### src/rtl/pin_irq_pkg.sv
package pin_irq_pkg;

  // Returns {output_enable, output_value} for the interrupt pad.
  function automatic logic [1:0] pad_encode(input logic pend,
                                            input logic active_high,
                                            input logic open_drain);
    logic [1:0] r;
    if (open_drain) r = {pend, 1'b0};
    else            r = {1'b1, active_high ? pend : ~pend};
    return r;
  endfunction

endpackage

### src/rtl/pin_sync.sv
module pin_sync #(
  parameter int WIDTH  = 8,
  parameter int STAGES = 2
) (
  input  logic             clk,
  input  logic             rst,
  input  logic [WIDTH-1:0] d,
  output logic [WIDTH-1:0] q
);
  logic [WIDTH-1:0] stg [STAGES];

  always_ff @(posedge clk) begin
    if (rst) stg[0] <= '0;
    else     stg[0] <= d;
  end

  for (genvar k = 1; k < STAGES; k++) begin : g_stage
    always_ff @(posedge clk) begin
      if (rst) stg[k] <= '0;
      else     stg[k] <= stg[k-1];
    end
  end

  assign q = stg[STAGES-1];
endmodule

### src/rtl/pin_event_detect.sv
module pin_event_detect #(
  parameter int WIDTH = 8
) (
  input  logic             clk,
  input  logic             rst,
  input  logic [WIDTH-1:0] pin_s,
  input  logic [WIDTH-1:0] irq_en,
  input  logic [WIDTH-1:0] cmp_mode,
  input  logic [WIDTH-1:0] ref_val,
  output logic [WIDTH-1:0] hit
);
  logic [WIDTH-1:0] prev_q;

  always_ff @(posedge clk) begin
    if (rst) prev_q <= '0;
    else     prev_q <= pin_s;
  end

  for (genvar i = 0; i < WIDTH; i++) begin : g_pin
    always_comb begin
      if (cmp_mode[i]) hit[i] = irq_en[i] & (pin_s[i] ^ ref_val[i]);
      else             hit[i] = irq_en[i] & (pin_s[i] ^ prev_q[i]);
    end
  end

  // disabled pins never report
  a_r1_disabled_quiet: assert property (@(posedge clk) disable iff (rst)
    (hit & ~irq_en) == '0);

  // a change-mode pin that held its value in the last cycle stays quiet
  a_r2_static_quiet: assert property (@(posedge clk) disable iff (rst)
    ($stable(pin_s) && $past(!rst)) |-> ((hit & ~cmp_mode) == '0));
endmodule

### src/rtl/pin_capture.sv
module pin_capture #(
  parameter int WIDTH = 8
) (
  input  logic             clk,
  input  logic             rst,
  input  logic [WIDTH-1:0] hit,
  input  logic [WIDTH-1:0] pin_s,
  input  logic             cfg_clr_on_cap,
  input  logic             rd_port,
  input  logic             rd_cap,
  output logic             pending_nxt,
  output logic [WIDTH-1:0] flag_q,
  output logic [WIDTH-1:0] cap_q
);
  logic pending_q;
  logic clr;
  logic arm;

  assign clr         = cfg_clr_on_cap ? rd_cap : rd_port;
  assign arm         = !pending_q || clr;
  assign pending_nxt = arm ? (|hit) : 1'b1;

  always_ff @(posedge clk) begin
    if (rst) begin
      pending_q <= 1'b0;
      flag_q    <= '0;
      cap_q     <= '0;
    end else begin
      pending_q <= pending_nxt;
      if (arm) begin
        flag_q <= hit;
        if (|hit) cap_q <= pin_s;
      end
    end
  end

  // pending always carries at least one cause, idle carries none
  a_r4_flag_consistent: assert property (@(posedge clk) disable iff (rst)
    pending_q ? (flag_q != '0) : (flag_q == '0));

  // snapshot taken in the raising cycle
  a_r4_snapshot: assert property (@(posedge clk) disable iff (rst)
    (!pending_q && hit != '0) |=> (pending_q && cap_q == $past(pin_s)));

  // records frozen while pending and not cleared
  a_r5_frozen: assert property (@(posedge clk) disable iff (rst)
    (pending_q && !clr) |=> ($stable(flag_q) && $stable(cap_q) && pending_q));

  // clear with no new event drops the interrupt
  a_r6_clear: assert property (@(posedge clk) disable iff (rst)
    (pending_q && clr && hit == '0) |=> !pending_q);

  // clear with a coincident event stays pending
  a_r7_rearm: assert property (@(posedge clk) disable iff (rst)
    (pending_q && clr && hit != '0) |=> (pending_q && flag_q == $past(hit)));
endmodule

### src/rtl/pin_irq_pad.sv
module pin_irq_pad (
  input  logic clk,
  input  logic rst,
  input  logic pending_nxt,
  input  logic cfg_active_high,
  input  logic cfg_open_drain,
  output logic irq_o,
  output logic irq_oe
);
  import pin_irq_pkg::*;

  always_ff @(posedge clk) begin
    if (rst) {irq_oe, irq_o} <= 2'b00;
    else     {irq_oe, irq_o} <= pad_encode(pending_nxt, cfg_active_high, cfg_open_drain);
  end

  // open drain never drives high
  a_r8_od_low: assert property (@(posedge clk) disable iff (rst)
    cfg_open_drain |=> !irq_o);

  // push-pull always drives
  a_r8_pp_drive: assert property (@(posedge clk) disable iff (rst)
    !cfg_open_drain |=> irq_oe);
endmodule

### src/rtl/pin_change_irq.sv
module pin_change_irq #(
  parameter int WIDTH       = 8,
  parameter int SYNC_STAGES = 2
) (
  input  logic             clk,
  input  logic             rst,
  input  logic [WIDTH-1:0] pins_in,
  input  logic [WIDTH-1:0] irq_en,
  input  logic [WIDTH-1:0] cmp_mode,
  input  logic [WIDTH-1:0] ref_val,
  input  logic             cfg_clr_on_cap,
  input  logic             cfg_active_high,
  input  logic             cfg_open_drain,
  input  logic             rd_port,
  input  logic             rd_cap,
  output logic [WIDTH-1:0] port_q,
  output logic [WIDTH-1:0] flag_q,
  output logic [WIDTH-1:0] cap_q,
  output logic             irq_o,
  output logic             irq_oe
);
  logic [WIDTH-1:0] pin_s;
  logic [WIDTH-1:0] hit;
  logic             pending_nxt;

  pin_sync #(.WIDTH(WIDTH), .STAGES(SYNC_STAGES)) u_sync (
    .clk(clk), .rst(rst), .d(pins_in), .q(pin_s));

  pin_event_detect #(.WIDTH(WIDTH)) u_detect (
    .clk(clk), .rst(rst), .pin_s(pin_s), .irq_en(irq_en),
    .cmp_mode(cmp_mode), .ref_val(ref_val), .hit(hit));

  pin_capture #(.WIDTH(WIDTH)) u_capture (
    .clk(clk), .rst(rst), .hit(hit), .pin_s(pin_s),
    .cfg_clr_on_cap(cfg_clr_on_cap), .rd_port(rd_port), .rd_cap(rd_cap),
    .pending_nxt(pending_nxt), .flag_q(flag_q), .cap_q(cap_q));

  pin_irq_pad u_pad (
    .clk(clk), .rst(rst), .pending_nxt(pending_nxt),
    .cfg_active_high(cfg_active_high), .cfg_open_drain(cfg_open_drain),
    .irq_o(irq_o), .irq_oe(irq_oe));

  assign port_q = pin_s;
endmodule

### config.mk
export PLATFORM = sky130hd
export DESIGN_NAME = pin_change_irq
export DESIGN_NICKNAME = d
export VERILOG_FILES = /design/src/rtl/pin_irq_pkg.sv /design/src/rtl/pin_sync.sv /design/src/rtl/pin_event_detect.sv /design/src/rtl/pin_capture.sv /design/src/rtl/pin_irq_pad.sv /design/src/rtl/pin_change_irq.sv
export SDC_FILE = /design/constraint.sdc
export NUM_CORES = 1
export LEC_CHECK = 0
export BUFFER_PORTS_ARGS = -buffer_cell sky130_fd_sc_hd__buf_2
export CAP_MARGIN = 20
export CORE_MARGIN = 8
export CORE_UTILIZATION = 40
export CTS_CLUSTER_SIZE = 20
export DETAILED_ROUTE_END_ITERATION = 8
export PLACE_DENSITY = 0.77
export SYNTH_ARGS = -nofsm -noshare
export SYNTH_HDL_FRONTEND = slang
export SYNTH_SLANG_ARGS = --single-unit
### constraint.sdc
create_clock -name clk -period 2.4 [get_ports clk]
set_clock_uncertainty 0.2 [all_clocks]
set_input_delay 0.24 -clock clk [delete_from_list [all_inputs] [get_ports clk]]
set_output_delay 0.24 -clock clk [all_outputs]
set_load 0.05 [all_outputs]
==> results.md, run 1 <==
- Walking the worst path, the cells encountered are mux2i_1 > mux2i_1 > nor4_2 > a21boi_2 > mux2_2.
- The number of failing hold endpoints at the final stage was 0.
- The worst hold path terminates at u_pad.irq_oe.
- The fraction of the cycle the final worst path needs is between 80% and 90%.
- Measured against its own limit, the worst slew margin works out to approximately 52%.
- The register bit count reported by yosys is 43.
- For this block, the routed nets add up to ~3600 microns of wire.
- The deepest level of the CTS H-tree is 2.
- sky130_fd_sc_hd__dfxtp_1 takes more of the synthesized area than any other cell.
- Across all register-to-register paths, the minimum setup slack is 370 ps.
- The number of distinct library cell variants in the gate-level netlist after synthesis is 14.
- At the end of routability-driven placement, the weighted congestion stood at approximately 0.75.
- Clock-pin slew was measured on the worst setup and hold paths at about 80 ps.
- The clock latency on the worst-skew pair is 290 ps.
- The flow ran to the end, and the final reports show no timing, DRC or antenna violations.
- After routing, the total negative slack on setup checks comes to 0 ps.
- The startpoint of the most critical hold path is cfg_open_drain.
- The worst voltage drop across the vdd grid is 0.478 mV.
- The total area of sequential cells is 861 sq um.
- Data arrives at the worst endpoint at 2010 ps.
- Setup slack closes at 371 ps.
- Leaving out fill and tap cells, the most frequent cells in the layout are 64 x sky130_fd_sc_hd__buf_2, 43 x sky130_fd_sc_hd__dfxtp_1, 32 x sky130_fd_sc_hd__nor2b_1.
- The first global-routing pass estimated roughly 5800 microns of wire.
- The cell with the largest stage delay on the worst path is sky130_fd_sc_hd__a21boi_2.
- The initial antenna violation count is 0.
- The vertical extent of the die is a little under 80 microns.
- Dividing the detail-routed wire length by the instance count gives ~13 microns.
- For the worst flop-to-flop path, the logic depth is 5.
- The detailed router finished its first iteration with just under 80 violations.
- Sequential cells were found to cover a little over half of the synthesized design area.
- The analysis attributes to cell leakage a power of roughly 1.1 nW.
- The number of vias per cell after detailed routing is 4.41.
- 65 I/O pins were placed.
- The path type of the worst min-delay path is in2reg.
- Clock tree synthesis inserted a total of 5 buffers.
- After synthesis, the largest area contributor takes up between 50% and 60% of total cell area.
- The HPWL after detailed placement is 2680 microns.
- The area after detailed placement is slightly below 2000 sq um.
- The number of buffers added on ports is 64.
- The deepest clock path buffer count is 2.
- The number of violations of the max-capacitance limit is 0.
- The post-synthesis cell count is 148.
- Entering global routing, the biggest net connects between 40 and 50 pins.
- Setup repair after global routing left no endpoint under its margin.
- The number of warnings printed during yosys synthesis is 0.
- At the pin with the least slew margin, the transition time is roughly 720 ps.
- The time the final worst path needs with I/O delays and setup is 2030 ps.
- The root buffer selected by CTS is sky130_fd_sc_hd__clkbuf_8.
- Once the floorplan was initialized, standard cells occupied around two fifths of the core.
- The final-report setup violation count is 0.
- The number of detailed-route iterations in the first pass is 4.
- The die covers about 6300 sq um.
- Power comes to between 1.5 and 2 mW.
- The type of the worst setup path is reg2reg.
- For this run, design rule violations remaining after detail routing come to 0.
- TritonCTS built the clock tree.
- Along the worst path, the maximum fanout reaches 8.
- The delay of the slowest cell on the worst path is around 400 ps.
- The clock net in this run drives a total of between 40 and 50 sinks.
- Cells with a size suffix above 1 make up between 30% and 40% of the layout.
- In the post-synthesis netlist, the biggest area contributors are sky130_fd_sc_hd__dfxtp_1 53%, sky130_fd_sc_hd__mux2i_1 16%, sky130_fd_sc_hd__nor2b_1 12%.
- Across every metal layer, demand over resource in global routing totals a little under an eighth.
- The timing-limited maximum frequency is approximately 490 MHz.
- The worst setup path is launched from a register.
- The area growth from synthesis to layout is 37.1%.
- The critical register-to-register path startpoint is u_detect.prev_q[5].
- In this run the mean area of a mapped cell was ~11 sq um.
- The number of inserted filler cells in the final layout is roughly 360.
- The antenna diode instance count is 0.
- The setup slack after placement is between 200 and 250 ps.
- Leaving out fill and tap cells, the most frequent cell in the layout is sky130_fd_sc_hd__buf_2.
- The area of the mapped netlist is between 1500 and 2000 sq um.
- Gates resized during post-CTS repair numbered 0.
- The via count of the first global-routing pass came to about 1.3k.
- In this run the critical register-to-register path is captured at u_capture.cap_q[1].
- At the worst endpoint, the required time is between 2000 and 2500 ps.
- The routed layout has 1212 vias.
- The finished layout cell area is 2210 sq um.
- The die span in x is approximately 80 microns.
- The post-detailed-route count of antenna-violating nets is 0.
- The initialized floorplan defines 23 standard-cell rows.
- Counting instances, the worst hold path has a depth of 2.
- The post-layout net count is 263.
- The most numerous cell type found on the critical path is sky130_fd_sc_hd__mux2i_1.
- The overflow left after global routing is 0.
- The area of the multi-input gates is 734 sq um.
- STA classifies the critical path endpoint as a register.
- The total core area is a little under 4000 sq um.
- The total power per unit cell area is about 750 nW/um^2.
- Synthesis produced a netlist with a net count of 187.
- The final max-slew violation count is 0.
[critical path, delay by kind of cell, from the launching register on]
kind            cells  cell delay (ps)
simple gates        1              130
flops               1              310
compound gates      1              410
mux                 3              860
[cell families (layout without fill, tap and decap cells)]
| kind of cell | after synthesis | count (layout) | share of synthesized area (%) |
|---|---|---|---|
| buf+inv | 5 | 82 | 1.16 |
| mux | 34 | 34 | 21.7 |
| simple gates | 63 | 63 | 22.2 |
| flops | 43 | 43 | 53.3 |
| compound gates | 3 | 3 | 1.63 |
[area by class of cell]
type                            instances  share of cell area, %
Clock buffer                            5                   3.11
Clock inverter                          3                   3.05
Multi-Input combinational cell        100                   33.2
Sequential cell                        43                   38.9
Tap cell                               50                   2.83
Timing Repair Buffer                   74                   18.9
[flip-flops by register name (all words and copies together) (netlist names)]
signal and count:
u_pad.irq_oe 1, u_capture.cap_q 8, u_detect.prev_q 8, u_sync.stg 16
u_capture.flag_q 8, u_pad.irq_o 1, u_capture.pending_q 1
[synthesized netlist by cell type]
cell,n
sky130_fd_sc_hd__a41oi_1,1
sky130_fd_sc_hd__dfxtp_1,43
sky130_fd_sc_hd__nor2b_1,32
sky130_fd_sc_hd__mux2_2,8
sky130_fd_sc_hd__nand2_1,10
sky130_fd_sc_hd__or3_1,1
sky130_fd_sc_hd__a21boi_2,1
sky130_fd_sc_hd__clkbuf_1,5
sky130_fd_sc_hd__nor2_1,9
sky130_fd_sc_hd__nor4_2,2
sky130_fd_sc_hd__nand2b_1,8
sky130_fd_sc_hd__a31oi_1,1
sky130_fd_sc_hd__mux2i_1,26
sky130_fd_sc_hd__nand3_1,1
[stage by stage]
| step | hold slack [ps] | std cells | util [%] |
|---|---|---|---|
| global placement | 219 | 258 | 50.4 |
| floorplan | 120 | 148 | - |
| global route | 21.5 | 275 | 56.1 |
| CTS | 11.5 | 275 | 56.1 |
| finish | 13.2 | 275 | 56.1 |
| detailed placement | 223 | 258 | 50.4 |
[metal layers]
| metal | up-vias | GRT usage (%) | part of all wire, % |
|---|---|---|---|
| met4 | 0 | 5.00 | 0.90 |
| met3 | 4 | 5.07 | 7.8 |
| met2 | 36 | 19.4 | 50 |
| met1 | 532 | 12.6 | 41 |
| met5 | - | 0 | 0 |
| li1 | 640 | - | - |
[how the worst max path moves through the flow]
| stage | from | to | slack (ps) | cells after the start |
|---|---|---|---|---|
| CTS | u_detect.prev_q[5] | u_capture.cap_q[1] | 330 | 5 |
| finish | u_detect.prev_q[5] | u_capture.cap_q[1] | 370 | 5 |
| detailed placement | cmp_mode[0] | u_capture.cap_q[6] | 230 | 6 |
| global route | u_detect.prev_q[0] | u_capture.cap_q[3] | 220 | 5 |
| global placement | cmp_mode[5] | u_capture.cap_q[5] | 280 | 6 |
| floorplan | u_sync.stg[1][5] | u_capture.cap_q[0] | 310 | 5 |
[what timing repair did]
action	CTS	global route
hold buffers	9	0
hold endpoints to repair	9	0
setup buffers	0	0
[power breakdown]
| group | leakage [nW] | switching [mW] | internal [mW] | total (mW) |
|---|---|---|---|---|
| Sequential | 0.353 | 0.0134 | 0.746 | 0.759 |
| Clock | 0.0644 | 0.237 | 0.415 | 0.651 |
| Combinational | 0.699 | 0.152 | 0.103 | 0.254 |
(Power assumes the default switching activity.)
==> inputs of run 2 (changes only) <==
--- a/config.mk
+++ b/config.mk
@@ -11,7 +11,7 @@
 export CORE_UTILIZATION = 40
 export CTS_CLUSTER_SIZE = 20
 export DETAILED_ROUTE_END_ITERATION = 8
-export PLACE_DENSITY = 0.77
+export PLACE_DENSITY = 0.8
 export SYNTH_ARGS = -nofsm -noshare
 export SYNTH_HDL_FRONTEND = slang
 export SYNTH_SLANG_ARGS = --single-unit
==> constraint.sdc (replaced) <==
create_clock -name clk -period 1.8 [get_ports clk]
set_clock_uncertainty 0.2 [all_clocks]
set_input_delay 0.18 -clock clk [delete_from_list [all_inputs] [get_ports clk]]
set_output_delay 0.18 -clock clk [all_outputs]
set_load 0.05 [all_outputs]
==> run 2 against run 1 <==
The run now ends with setup timing left. Wire length is 5.9% higher. Hold slack better by 180 ps. First-iteration DRC count fell by 59%. Die area unchanged. Cell area rose by 8.9%. Power increased by 29%. Setup slack worse by 440 ps. Sequential power rose by 33%. Maximum frequency increased by 8.8%. Core utilization increased by 5.0 points.
==> results.md, run 2 (synthesized netlist as in run 1, its figures left out) <==
- The cell family contributing the most delay on the critical path is multiplexers.
- The total length of routed met3 wires is 259 microns (-6.5%).
- The die outline area is 6320 sq um (unchanged).
- The number of sinks handled by clock tree synthesis was 43 (unchanged).
- The number of vias per cell after detailed routing is 4.46 (+1.2%).
- The number of violations of the max-capacitance limit is 0 (unchanged).
- TritonCTS built the clock tree.
- The total core area is 3940 sq um (unchanged).
- The logic depth of the worst setup path including buffers is 6 (+1).
- Routed signal wires occupy layers up through met4.
- The final worst-path setup slack is -64.3 ps (-435 ps).
- The final weighted congestion in routability-driven placement is 0.769 (+2.8%).
- The wire length per cell after detailed routing is 13.2 microns (+2.2%).
- The run finished, with violations left.
- The number of standard cells in the final layout excluding fillers is 285 (+3.6%).
- The final setup TNS is -415 ps (-415 ps).
- STA classifies the critical path endpoint as a register.
- The number of flip-flops under the largest register name came to 16 (unchanged).
- The die span in x is 79.5 microns (unchanged).
- From synthesis to final layout, the design area changed by 49.3%.
- The overall power after layout is 2.15 mW (+29%).
- The total power per unit cell area is 893 nW/um^2 (+19%).
- The number of CTS-inserted buffers was 5 (unchanged).
- The number of buffers added on ports is 64 (unchanged).
- The delay of the slowest cell on the worst path was 330 ps (-80 ps).
- The cell depth of the worst hold path was 5 (+3).
- The wire length on met1 was 1440 microns (-0.96%).
- The standby leakage power is 1.18 nW (+5.3%).
- The post-layout net count is 273 (+3.8%).
- Setup repair after global routing could not meet its margin everywhere.
- STA classifies the critical path startpoint as a register.
- The proportion of layout cells with a drive suffix above 1 was 47.7% (+10 points).
- The final max-slew violation count is 0 (unchanged).
- The number of failing hold endpoints at the final stage is 0 (unchanged).
- The critical path goes through mux2i_1 > mux2i_2 > nor4_4 > a21boi_4 > buf_12 > mux2_2.
- The vertical extent of the die is 79.5 microns (unchanged).
- The boundary pin count came to 65 (unchanged).
- The number of placed cells counting well taps is 265 (+2.7%).
- The library cell used most frequently in the layout, excluding fill and tap cells, is sky130_fd_sc_hd__buf_2.
- The number of vias after detailed routing is 1271 (+4.9%).
- The highest fanout seen on the critical path is 8 (unchanged).
- The total wirelength of the detailed-routed design was 3770 microns (+5.9%).
- The met2 wire length is 2020 microns (+13%).
- By startpoint and endpoint, the worst setup path is classified as reg2reg.
- The deepest level of the CTS H-tree is 2 (unchanged).
- The clock input transition at the sequential cells of the worst setup and hold paths is 70 ps (about the same).
- The area of the multi-input gates is 838 sq um (+14%).
- The number of inserted filler cells in the final layout is 311 (-13%).
- Leaving out fill and tap cells, the most frequent cells in the layout are 64 x sky130_fd_sc_hd__buf_2, 33 x sky130_fd_sc_hd__dfxtp_1, 32 x sky130_fd_sc_hd__nor2b_1.
- The worst voltage drop across the vdd grid is 0.725 mV (+52%).
- The total area of sequential cells is 891 sq um (+3.5%).
- The count of unresolved DRC violations after routing is 0 (unchanged).
- The time the final worst path needs with I/O delays and setup is 1860 ps (-165 ps).
- The top register by number of flip-flops is u_sync.stg.
- The deepest clock path buffer count is 2 (unchanged).
- The post-detailed-route count of antenna-violating nets came to 0 (unchanged).
- The fraction of the cycle the final worst path needs is 104% (+19 points).
- The effective utilization at floorplan is 40.9% (unchanged).
- The relative slew slack was 55.3% (+3.1 points).
- The initial antenna violation count is 0 (unchanged).
- The actual slew at the worst max-slew pin is 670 ps (-46.4 ps).
- The number of buffers and inverters on the critical path came to 1 (+1).
- The path type of the worst min-delay path is in2reg.
- The cell with the largest stage delay on the worst path is sky130_fd_sc_hd__mux2i_2.
- The global-route usage over all layers is 12.5% (+0.80 points).
- The clock latency on the worst-skew pair is 290 ps (about the same).
- The violation count after the first detailed-routing iteration was 32 (-59%).
- The timing-limited maximum frequency was 536 MHz (+8.8%).
- The worst reg2reg path depth came to 6 (+1).
- The checks that failed: setup timing.
- The HPWL after detailed placement is 2810 microns (+4.9%).
- The endpoint arrival time on the critical path was 1840 ps (-170 ps).
- The maximum number of pins on one net before global-route repair is 41 (-8.9%).
- The wire length of the first global-routing pass is 6180 microns (+7.0%).
- The data required time at the worst endpoint came to 1780 ps (-600 ps).
- The overflow left after global routing is 0 (unchanged).
- The number of detailed-route iterations in the first pass was 4 (unchanged).
- The final-report setup violation count is 8 (+8).
- The root buffer selected by CTS is sky130_fd_sc_hd__clkbuf_8.
- The via count of the first global-routing pass came to 1366 (+8.8%).
- The standard-cell row count is 23 (unchanged).
- The antenna diode instance count was 0 (unchanged).
==> run 2: cell types whose count changed in the layout (fill, tap and decap cells not counted), moves of 5 or more <==
cell / before / now
sky130_fd_sc_hd__buf_4: 1 / 9
sky130_fd_sc_hd__mux2i_1: 26 / 19
sky130_fd_sc_hd__dfxtp_1: 43 / 33
sky130_fd_sc_hd__mux2i_2: 0 / 5
sky130_fd_sc_hd__dfxtp_4: 0 / 7
==> run 2: final timing paths <==
| path | startpoint | endpoint | slack, ps |
|---|---|---|---|
| hold reg to reg | u_sync.stg[0][3] | u_sync.stg[1][3] | 240 |
| setup / recovery | u_detect.prev_q[0] | u_capture.cap_q[5] | -60 |
| hold / removal | irq_en[4] | u_capture.flag_q[4] | 190 |
| setup reg to reg | u_detect.prev_q[0] | u_capture.cap_q[5] | -60 |
==> run 2: worst min-delay path, cell delays in order <==
cell,delay [ps]
sky130_fd_sc_hd__buf_2,100
sky130_fd_sc_hd__nand2_1,70
sky130_fd_sc_hd__mux2i_2,90
sky130_fd_sc_hd__mux2i_1,140
sky130_fd_sc_hd__nor2_1,50
==> run 2: layer usage <==
metal / global-route usage [%] / vias to the layer above
met2: 21.8 / 32
met5: 0 / -
met1: 12.3 / 576
met3: 6.08 / 4
li1: - / 659
met4: 5.19 / 0
==> run 2: repair_timing <==
action	CTS	global route
setup buffers	1	1
endpoints found under the setup margin	8	9
resized for setup	4	5
hold buffers	10	0
hold endpoints to repair	10	0
pin swaps	1	1
==> run 2: area by class of cell <==
class | instances | area share [%]
multi-input combinational | 100 | 34.8
tap | 50 | 2.60
sequential | 43 | 37.0
timing repair buffer | 84 | 21.1
clock buffer | 6 | 3.01
clock inverter | 2 | 1.56
==> run 2: through the flow <==
| stage | worst slack, ps | cell area (sq um) | hold WS, ps | utilization (%) |
|---|---|---|---|---|
| after floorplan | -15.8 | 1710 | 60.1 | - |
| after global placement | -126 | 2140 | 191 | 54.2 |
| after detailed placement | -146 | 2140 | 193 | 54.2 |
| after CTS | -74.9 | 2380 | 172 | 60.4 |
| after global routing | -160 | 2410 | 198 | 61.1 |
| final | -64.3 | 2410 | 193 | 61.1 |
==> run 2: where the power goes <==
group | leakage (nW) | internal, mW | switching, mW
combinational | 0.765 | 0.194 | 0.227
clock | 0.0514 | 0.414 | 0.308
sequential | 0.359 | 0.989 | 0.0191
